## src/rtl/fan_spinup_pkg.sv

```systemverilog
// Shared constants and helpers for the fan spin-up controller.
// Assumes 3-bit duration codes; code 0 means no spin-up.
package fan_spinup_pkg;
    localparam int CODE_W = 3;
    localparam int DUTY_FULL = 255;

    // Number of ticks selected by a duration code.
    function automatic int unsigned code_ticks(input logic [CODE_W-1:0] code,
                                               input int unsigned base);
        if (code == '0) return 0;
        return base << (code - 1);
    endfunction
endpackage

```

## src/rtl/spin_tick_gen.sv

```systemverilog
// Free-running prescaler: emits one-cycle tick every PRESCALE cycles.
// Assumes PRESCALE >= 2.
module spin_tick_gen #(
    parameter int PRESCALE = 4
) (
    input  logic clk,
    input  logic rst_n,
    output logic tick
);
    localparam int PW = $clog2(PRESCALE);

    logic [PW-1:0] pcnt;

    // Count cycles modulo PRESCALE.
    always_ff @(posedge clk) begin
        if (!rst_n) pcnt <= '0;
        else if (pcnt == PW'(PRESCALE - 1)) pcnt <= '0;
        else pcnt <= pcnt + 1'b1;
    end

    assign tick = (pcnt == PW'(PRESCALE - 1));

    // ticks are isolated pulses
    tick_spacing_chk: assert property (@(posedge clk) disable iff (!rst_n)
        tick |=> !tick);
endmodule

```

## src/rtl/spin_mode_reg.sv

```systemverilog
// Holds the per-channel termination-mode bits (reset all ones) and
// produces the effective mode: all ones while the global enable is low.
// Upper written bits beyond NUM_CH are dropped.
module spin_mode_reg #(
    parameter int NUM_CH = 3,
    parameter int REG_W  = 8
) (
    input  logic              clk,
    input  logic              rst_n,
    input  logic              start_en,
    input  logic              mode_we,
    input  logic [REG_W-1:0]  mode_wdata,
    output logic [NUM_CH-1:0] mode_eff
);
    logic [NUM_CH-1:0] mode_q;

    // Store the mode bits on a write.
    always_ff @(posedge clk) begin
        if (!rst_n) mode_q <= '1;
        else if (mode_we) mode_q <= mode_wdata[NUM_CH-1:0];
    end

    // Substitute the default while the global enable is low.
    always_comb mode_eff = start_en ? mode_q : '1;

    // stored value follows a write
    mode_write_chk: assert property (@(posedge clk) disable iff (!rst_n)
        mode_we |=> mode_q == $past(mode_wdata[NUM_CH-1:0]));
endmodule

```

## src/rtl/spin_channel.sv

```systemverilog
// One spin-up channel: latches the tick limit on a start request,
// counts prescaled ticks, and ends on timer expiry or (early mode)
// on a valid tach reading above the minimum. A request always restarts.
module spin_channel
    import fan_spinup_pkg::*;
#(
    parameter int TACH_W    = 16,
    parameter int TICK_BASE = 2
) (
    input  logic              clk,
    input  logic              rst_n,
    input  logic              tick,
    input  logic              early_mode,
    input  logic              req,
    input  logic [CODE_W-1:0] code,
    input  logic [TACH_W-1:0] tach_val,
    input  logic              tach_valid,
    input  logic [TACH_W-1:0] tach_min,
    output logic              active
);
    localparam int MAX_TICKS = TICK_BASE << ((1 << CODE_W) - 2);
    localparam int CNT_W     = $clog2(MAX_TICKS + 1);

    logic [CNT_W-1:0] cnt;
    logic [CNT_W-1:0] lim;
    logic             timer_done;
    logic             early_hit;

    // Termination conditions for this cycle.
    always_comb begin
        timer_done = tick && ((cnt + 1'b1) == lim);
        early_hit  = early_mode && tach_valid && (tach_val > tach_min);
    end

    // Spin-up state: start/restart, count, terminate.
    always_ff @(posedge clk) begin
        if (!rst_n) begin
            active <= 1'b0;
            cnt    <= '0;
            lim    <= '0;
        end else if (req) begin
            active <= (code != '0);
            cnt    <= '0;
            lim    <= CNT_W'(code_ticks(code, TICK_BASE));
        end else if (active) begin
            if (timer_done || early_hit) begin
                active <= 1'b0;
                cnt    <= '0;
            end else if (tick) begin
                cnt <= cnt + 1'b1;
            end
        end
    end


    start_arm_chk: assert property (@(posedge clk) disable iff (!rst_n)
        (req && code != '0) |=> active);

    zero_code_chk: assert property (@(posedge clk) disable iff (!rst_n)
        (req && code == '0) |=> !active);

    early_end_chk: assert property (@(posedge clk) disable iff (!rst_n)
        (active && !req && early_hit) |=> !active);

    cnt_bound_chk: assert property (@(posedge clk) disable iff (!rst_n)
        active |-> cnt < lim);

    stale_tach_chk: assert property (@(posedge clk) disable iff (!rst_n)
        (active && !req && !tach_valid && !timer_done) |=> active);
endmodule

```

## src/rtl/fan_spinup_ctrl.sv

```systemverilog
// Top of the fan spin-up controller: shared prescaler, mode register,
// and one spin_channel per fan. Forces full duty while a channel spins up.
module fan_spinup_ctrl
    import fan_spinup_pkg::*;
#(
    parameter int NUM_CH    = 3,
    parameter int TACH_W    = 16,
    parameter int DUTY_W    = 8,
    parameter int REG_W     = 8,
    parameter int PRESCALE  = 4,
    parameter int TICK_BASE = 2
) (
    input  logic                     clk,
    input  logic                     rst_n,
    input  logic                     start_en,
    input  logic                     mode_we,
    input  logic [REG_W-1:0]         mode_wdata,
    input  logic [NUM_CH-1:0]        spin_req,
    input  logic [NUM_CH*CODE_W-1:0] dur_code,
    input  logic [NUM_CH*TACH_W-1:0] tach_val,
    input  logic [NUM_CH-1:0]        tach_valid,
    input  logic [NUM_CH*TACH_W-1:0] tach_min,
    input  logic [NUM_CH*DUTY_W-1:0] duty_in,
    output logic [NUM_CH-1:0]        spin_active,
    output logic [NUM_CH*DUTY_W-1:0] duty_out
);
    logic              tick;
    logic [NUM_CH-1:0] mode_eff;

    spin_tick_gen #(.PRESCALE(PRESCALE)) u_tick (
        .clk(clk), .rst_n(rst_n), .tick(tick)
    );

    spin_mode_reg #(.NUM_CH(NUM_CH), .REG_W(REG_W)) u_mode (
        .clk(clk), .rst_n(rst_n), .start_en(start_en),
        .mode_we(mode_we), .mode_wdata(mode_wdata), .mode_eff(mode_eff)
    );

    for (genvar g = 0; g < NUM_CH; g++) begin : g_ch
        spin_channel #(.TACH_W(TACH_W), .TICK_BASE(TICK_BASE)) u_ch (
            .clk(clk), .rst_n(rst_n), .tick(tick),
            .early_mode(mode_eff[g]),
            .req(spin_req[g]),
            .code(dur_code[g*CODE_W +: CODE_W]),
            .tach_val(tach_val[g*TACH_W +: TACH_W]),
            .tach_valid(tach_valid[g]),
            .tach_min(tach_min[g*TACH_W +: TACH_W]),
            .active(spin_active[g])
        );

        // Duty override mux for this channel.
        always_comb duty_out[g*DUTY_W +: DUTY_W] =
            spin_active[g] ? '1 : duty_in[g*DUTY_W +: DUTY_W];
    end
endmodule

```

## config.mk

```make
export PLATFORM = sky130hd
export DESIGN_NAME = fan_spinup_ctrl
export DESIGN_NICKNAME = d
export VERILOG_FILES = /design/src/rtl/fan_spinup_pkg.sv /design/src/rtl/spin_tick_gen.sv /design/src/rtl/spin_mode_reg.sv /design/src/rtl/spin_channel.sv /design/src/rtl/fan_spinup_ctrl.sv
export SDC_FILE = /design/constraint.sdc
export NUM_CORES = 1
export LEC_CHECK = 0
export ABC_AREA = 1
export BUFFER_PORTS_ARGS = -buffer_cell sky130_fd_sc_hd__buf_2
export CORE_MARGIN = 2
export CORE_UTILIZATION = 50
export CTS_CLUSTER_DIAMETER = 120
export CTS_CLUSTER_SIZE = 8
export DETAILED_ROUTE_END_ITERATION = 8
export PLACE_DENSITY = 0.81
export SLEW_MARGIN = 25
export SYNTH_ARGS = -nofsm -noshare
export SYNTH_HDL_FRONTEND = slang
export SYNTH_SLANG_ARGS = --single-unit
```

## constraint.sdc

```tcl
create_clock -name clk -period 4.5 [get_ports clk]
set_input_delay 0.225 -clock clk [delete_from_list [all_inputs] [get_ports clk]]
set_output_delay 0.225 -clock clk [all_outputs]
set_load 0.02 [all_outputs]
```

### Word level (Yosys, flattened, before mapping)

Index checks and enable logic that the tools add are counted.

| operators by class | value |
|---|---|
| add/sub/neg operators | 7 |
| magnitude comparators | 3 |
| eq/ne operators | 4 |
| shift operators | 3 |
| muxes and demuxes | 31 |
| bitwise operators | 1 |
| reduce and logical (&&, ||, !) cells | 28 |

Operators by type and width:

| operator | number |
|---|---|
| $mux W8 | 12 |
| $shl A2 B32 Y8 const A | 3 |
| $gt A16 B16 Y1 | 3 |
| $add A8 B1 Y8 const B | 3 |
| $eq A8 B8 Y1 | 3 |
| $mux W1 | 18 |
| $sub A3 B1 Y4 const B | 3 |
| $logic_and A1 B1 Y1 | 9 |
| $logic_not A3 Y1 | 3 |
| $reduce_bool A3 Y1 | 3 |
| $reduce_or A2 Y1 | 4 |
| $reduce_and A2 Y1 | 3 |
| $reduce_bool A2 Y1 | 3 |
| $logic_or A1 B1 Y1 | 3 |
| $mux W3 | 1 |
| $add A2 B1 Y2 const B | 1 |
| $eq A2 B2 Y1 const B | 1 |
| $not A1 Y1 | 1 |

| word-level totals | value |
|---|---|
| bits in registers | 56 |
| input port bits | 147 |
| output and inout bits | 27 |

### Logic depth before layout (Yosys ltp)

| depth | value |
|---|---|
| depth in word-level cells | 7 |
| depth in mapped cells | 16 |
| mapped depth without buffers | 15 |

### Cells and area by module

A second synthesis with hierarchy kept.

| second synthesis, totals | value |
|---|---|
| cells, all modules | 774 |
| area, all modules | 5258.8 um2 |

Modules (own cells, without submodules):

| module | instances | cells each | area each (um2) |
|---|---|---|---|
| spin_channel | 3 | 232 | 1624.1 |
| fan_spinup_ctrl | 1 | 51 | 191.4 |
| spin_mode_reg | 1 | 19 | 123.9 |
| spin_tick_gen | 1 | 8 | 71.3 |

### Least setup slack after synthesis

OpenSTA, ideal clock, no wires.

| timing path | value |
|---|---|
| path kind | input port to flip-flop |
| start point | in tach_min[31] |
| end point | reg g_ch[1].u_ch.cnt[6] |
| data arrival time | 1.705 ns |
| slack | 2.682 ns |
| stages | 14 |
| buffers on the path | 1 |
| path through | inv_1 ha_1 nand2_1 nor2_1 nand2_1 nor3_2 nand2_1 nand3_1 nand2_2 a21boi_4 buf_4 nand2_1 nand2_1 nor2_1 |

| on the way | value |
|---|---|
| longest elaborated chain between the ends | 5 |

RTL lines:

| element | line | source |
|---|---|---|
| start, declared | fan_spinup_ctrl.sv:22 | `input logic [NUM_CH*TACH_W-1:0] tach_min,` |
| $gt A16 B16 Y1 * | spin_channel.sv:32 | `early_hit = early_mode && tach_valid && (tach_val > tach_min);` |
| $logic_and A1 B1 Y1 * | spin_channel.sv:32 |  |
| $logic_or A1 B1 Y1 * | spin_channel.sv:46 | `if (timer_done \|\| early_hit) begin` |
| $reduce_bool A2 Y1 (no line) | n/a |  |
| $reduce_and A2 Y1 (no line) | n/a |  |
| end signal, assigned | spin_channel.sv:50 | `cnt <= cnt + 1'b1;` |
| end, declared | spin_channel.sv:24 | `logic [CNT_W-1:0] cnt;` |

Mark *: on every way between the ends. The rest lies on a longest branch, timed or not.
A chain may end at the register's enable or synchronous reset.

### Worst setup path after layout

| timing path | value |
|---|---|
| start point | reg g_ch[0].u_ch.cnt[0] |
| end point | reg g_ch[0].u_ch.cnt[1] |

| on the way | value |
|---|---|
| longest elaborated chain between the ends | 6 |

RTL lines:

| element | line | source |
|---|---|---|
| start, declared | spin_channel.sv:24 |  |
| start signal, assigned | spin_channel.sv:50 |  |
| $add A8 B1 Y8 * | spin_channel.sv:31, spin_channel.sv:50 |  |
| $eq A8 B8 Y1 | spin_channel.sv:31 | `timer_done = tick && ((cnt + 1'b1) == lim);` |
| $logic_and A1 B1 Y1 | spin_channel.sv:31 |  |
| $logic_or A1 B1 Y1 | spin_channel.sv:46 |  |
| $reduce_bool A2 Y1 (no line) | n/a |  |
| $reduce_and A2 Y1 (no line) | n/a |  |

Mark *: on every way between the ends. The rest lies on a longest branch, timed or not. The select of a mux whose other input is x is not followed.

==> summary.md <==
| Metric | Value |
|---|---|
| Mux contribution to synthesized area | 0 |
| Cell taking the most area after synthesis | dfxtp_1 |
| Met3 usage | 0.0284 |
| Final setup viols | 0 |
| Fillers | 887 |
| Most used routing layer | met2 |
| Worst Path Required | 4.70 ns |
| GR Util met2 | 0.385 |
| Num CTS Buffers | 5 |
| Yosys reg bits | 53 |
| Row count | 35 |
| Simple-Gate Fraction of Synth Area | 0.330 |
| Die H | 100 um |
| Placer congestion estimate | 0.833 |
| Max Cap Viol | 0 |
| Vias in the first global route | 4,322 |
| Comb pwr share | 0.289 |
| Largest family of logic cells by synthesized area | simple AND/OR/NAND/NOR gates |
| Largest cells by area after synthesis | dfxtp_1, ha_1, nand2_1 |
| Async SR Flop Fraction | 0 |
| Diodes inserted | 0 |
| Status | completed |
| Most frequent cell after synthesis | nand2_1 |
| Xor-xnor portion of the synthesized cell area | 0.0443 |
| Fmax | 0.507 GHz |
| Via count | 4,728 |
| Share of post-route cells with drive strength above 1 | 0.258 |
| H-Tree Level Count | 2 |
| Mapped Cells | 696 |
| Die X | 100 um |
| Buffers on Ports | 168 |
| Fin nets | 1,073 |
| Syn Nets | 910 |
| Clock power frac | 0.262 |
| R2r endpoint | g_ch[0].u_ch.cnt[1] |
| Synthesized area per cell | 6.69 sq um |
| Sw Share | 0.310 |
| Clk slew on worst S/H paths | 0.10 ns |
| Drt wl/cell | 10.6 um |
| WHS | 0.131 ns |
| Post-Synth Adder-Cell Area | 0.180 |
| Global-route wire length before repair | 17,600 um |
| Clock Path Buffers | 2 |
| Post-Route WL | 10,300 um |
| Worst vdd ir | 0.123 mV |
| Root buf cell | clkbuf_8 |
| Largest net degree at the start of global routing | 27 |
| CTS Hold Bufs | 0 |
| Worst setup EP type | register |
| Final Hold Viols | 0 |
| Power density over the cells | 197 mW/mm^2 |
| Slew HR | 0.466 |
| CTS tree | yes |
| Slew Limit Fails | 0 |
| Main synth FF type | dfxtp_1 |
| Overall Global Routing Usage | 0.207 |
| Kind of critical path | reg -> reg |
| Antenna viol nets, final | 0 |
| Worst Hold Class | in -> reg |
| Final WS setup | 2.53 ns |
| Yosys top cell area share | 0.228 |
| Latest clock arrival within the worst-skew pair | 0.31 ns |
| Post-Layout Cell Count | 971 |
| YS warnings | 0 |
| Hold path start | mode_wdata[0] |
| Pint | 0.768 mW |
| Sum Neg Setup Slack | 0 ns |
| Seq/Total Area, Yosys | 0.228 |
| Layout Skew | 0.0130 ns |
| Final Cycle Share | 0.438 |
| Mapped Area | 0.00466 sq mm |
| Post-synthesis cell type count | 34 |
| WHS Path Cells | 3 |
| Post-CTS resize count | 0 |
| Leakage | 3.00 nW |
| CTS sink cnt | 53 |
| Startpoint types | register |
| Die Area | 0.0101 sq mm |
| Vias per cell | 4.87 |
| Initial antenna violation count | 0 |
| Synth Area in Compound Gates | 0.106 |
| R2r startpoint | g_ch[0].u_ch.cnt[0] |
| Gr ovfl total | 0 |
| Detailed-routing iteration count for the pre-antenna-repair pass | 4 |
| Hold Path Sink | u_mode.mode_q[0] |
| Placed wire-length estimate | 8610 um |
| R2R Setup Slk | 2.53 ns |
| RSZ-0062 raised after global routing | false |
| Post-CTS Setup Inserts | 0 |
| DRC Markers | 0 |
| NetSw | 0.346 mW |
| Worst-Margin Slew | 0.800 ns |
| CP arrival | 2.18 ns |
| Post-layout minimum cycle time | 1.97 ns |
| Sequential share of power | 0.449 |
| Worst R2R Path Depth | 14 |
| Worst-path fanout max | 15 |
| Core ar. | 0.00915 sq mm |
| Area grow syn2layout | 21.6% |
| Most frequent cells after synthesis | nand2_1, inv_1, ha_1, nand3_1, nor2_1 |
| Post-synth EDFFs | 0 |
| IO Count | 174 |
| Placement Setup Slack | 2.29 ns |
| Met1 Usage GRT | 0.252 |
| Initial Util | 0.509 |
| Detailed Route Iter0 Violations | 164 |
| Pwr Total | 1.11 mW |
| Number of cells after detailed placement | 963 |
stage by stage:
step,util,instance area [sq um]
final,0.619,5660
after global routing,0.619,5660
after CTS,0.619,5660
after detailed placement,0.608,5560
after global placement,0.608,5560
after floorplan,-,4660
sequential cells by signal, summed over array words and instances (netlist names):
name	flops
g_ch.u_ch.active	3
g_ch.u_ch.cnt	24
g_ch.u_ch.lim	21
u_mode.mode_q	3
u_tick.pcnt	2
worst max path at each step:
stage | from | to | slack (ns) | cells after the start
floorplan | tach_min[31] | g_ch[1].u_ch.cnt[6] | 2.68 | 14
global placement | tach_min[31] | g_ch[1].u_ch.cnt[5] | 2.35 | 14
detailed placement | tach_val[31] | g_ch[1].u_ch.cnt[2] | 2.29 | 12
CTS | g_ch[0].u_ch.cnt[0] | g_ch[0].u_ch.cnt[2] | 2.53 | 14
global route | g_ch[2].u_ch.cnt[0] | g_ch[2].u_ch.cnt[0] | 2.27 | 12
finish | g_ch[0].u_ch.cnt[0] | g_ch[0].u_ch.cnt[1] | 2.53 | 14
layout make-up:
cell class	count	area [sq um]	share of cell area
multi-input cells	512	3070	0.543
flip-flops and latches	53	1060	0.187
repair buffers	168	841	0.149
inverters	119	447	0.0789
well taps	111	139	0.0245
clock buffers	7	96.3	0.0170
clock inverters	1	5.00	0.000884
power groups by stage:
stage / Clock [mW] / Combinational [mW] / Sequential [mW]
6_report: 0.292 / 0.322 / 0.500
5_1_grt: 0.322 / 0.373 / 0.503
4_1_cts: 0.302 / 0.325 / 0.501
3_5_place_dp: 0 / 0.324 / 0.511
3_3_place_gp: 0 / 0.316 / 0.511
2_1_floorplan: 0 / 0.218 / 0.504
kinds of logic after synthesis:
kind of cell    count (synthesis)
simple gates                  334
compound gates                 89
flops                          53
fa+ha+maj                      67
buf+inv                       131
xor+xnor                       22
worst max-delay path, stage by stage (launching register included):
cell     delay, ns
dfxtp_1       0.41
ha_1          0.25
inv_1         0.06
nand2_1       0.08
nand2_1       0.08
nand2_1       0.06
nand2_1       0.05
nor2_1        0.08
nand3_1       0.09
nor2_2        0.13
nand3_4       0.15
nand3_4       0.19
nand3_1       0.11
nand2_1       0.09
nor2_1        0.05
placed cells by master, fill, tap and decap left out, types with 2 or more instances in the layout:
cell	netlist	routed
a21oi_1	47	47
buf_2	3	168
clkbuf_8	0	7
dfxtp_1	53	53
ha_1	67	67
inv_1	117	117
inv_2	2	2
nand2_1	154	154
nand2_2	5	5
nand3_1	58	58
nand3_4	2	2
nand3b_1	6	6
nand4_1	13	13
nor2_1	56	56
nor2_2	2	2
nor2_4	2	2
nor3_1	4	4
o21ai_0	23	23
o22ai_1	14	14
or2_2	28	28
xnor2_1	7	7
xor2_1	14	14
layer usage:
| layer | vias up | routed length, um |
|---|---|---|
| met5 | - | 0 |
| met4 | 0 | 70 |
| met3 | 8 | 564 |
| met2 | 108 | 5110 |
| met1 | 2048 | 4540 |
| li1 | 2564 | - |
Power figures use the tool's default switching activity.
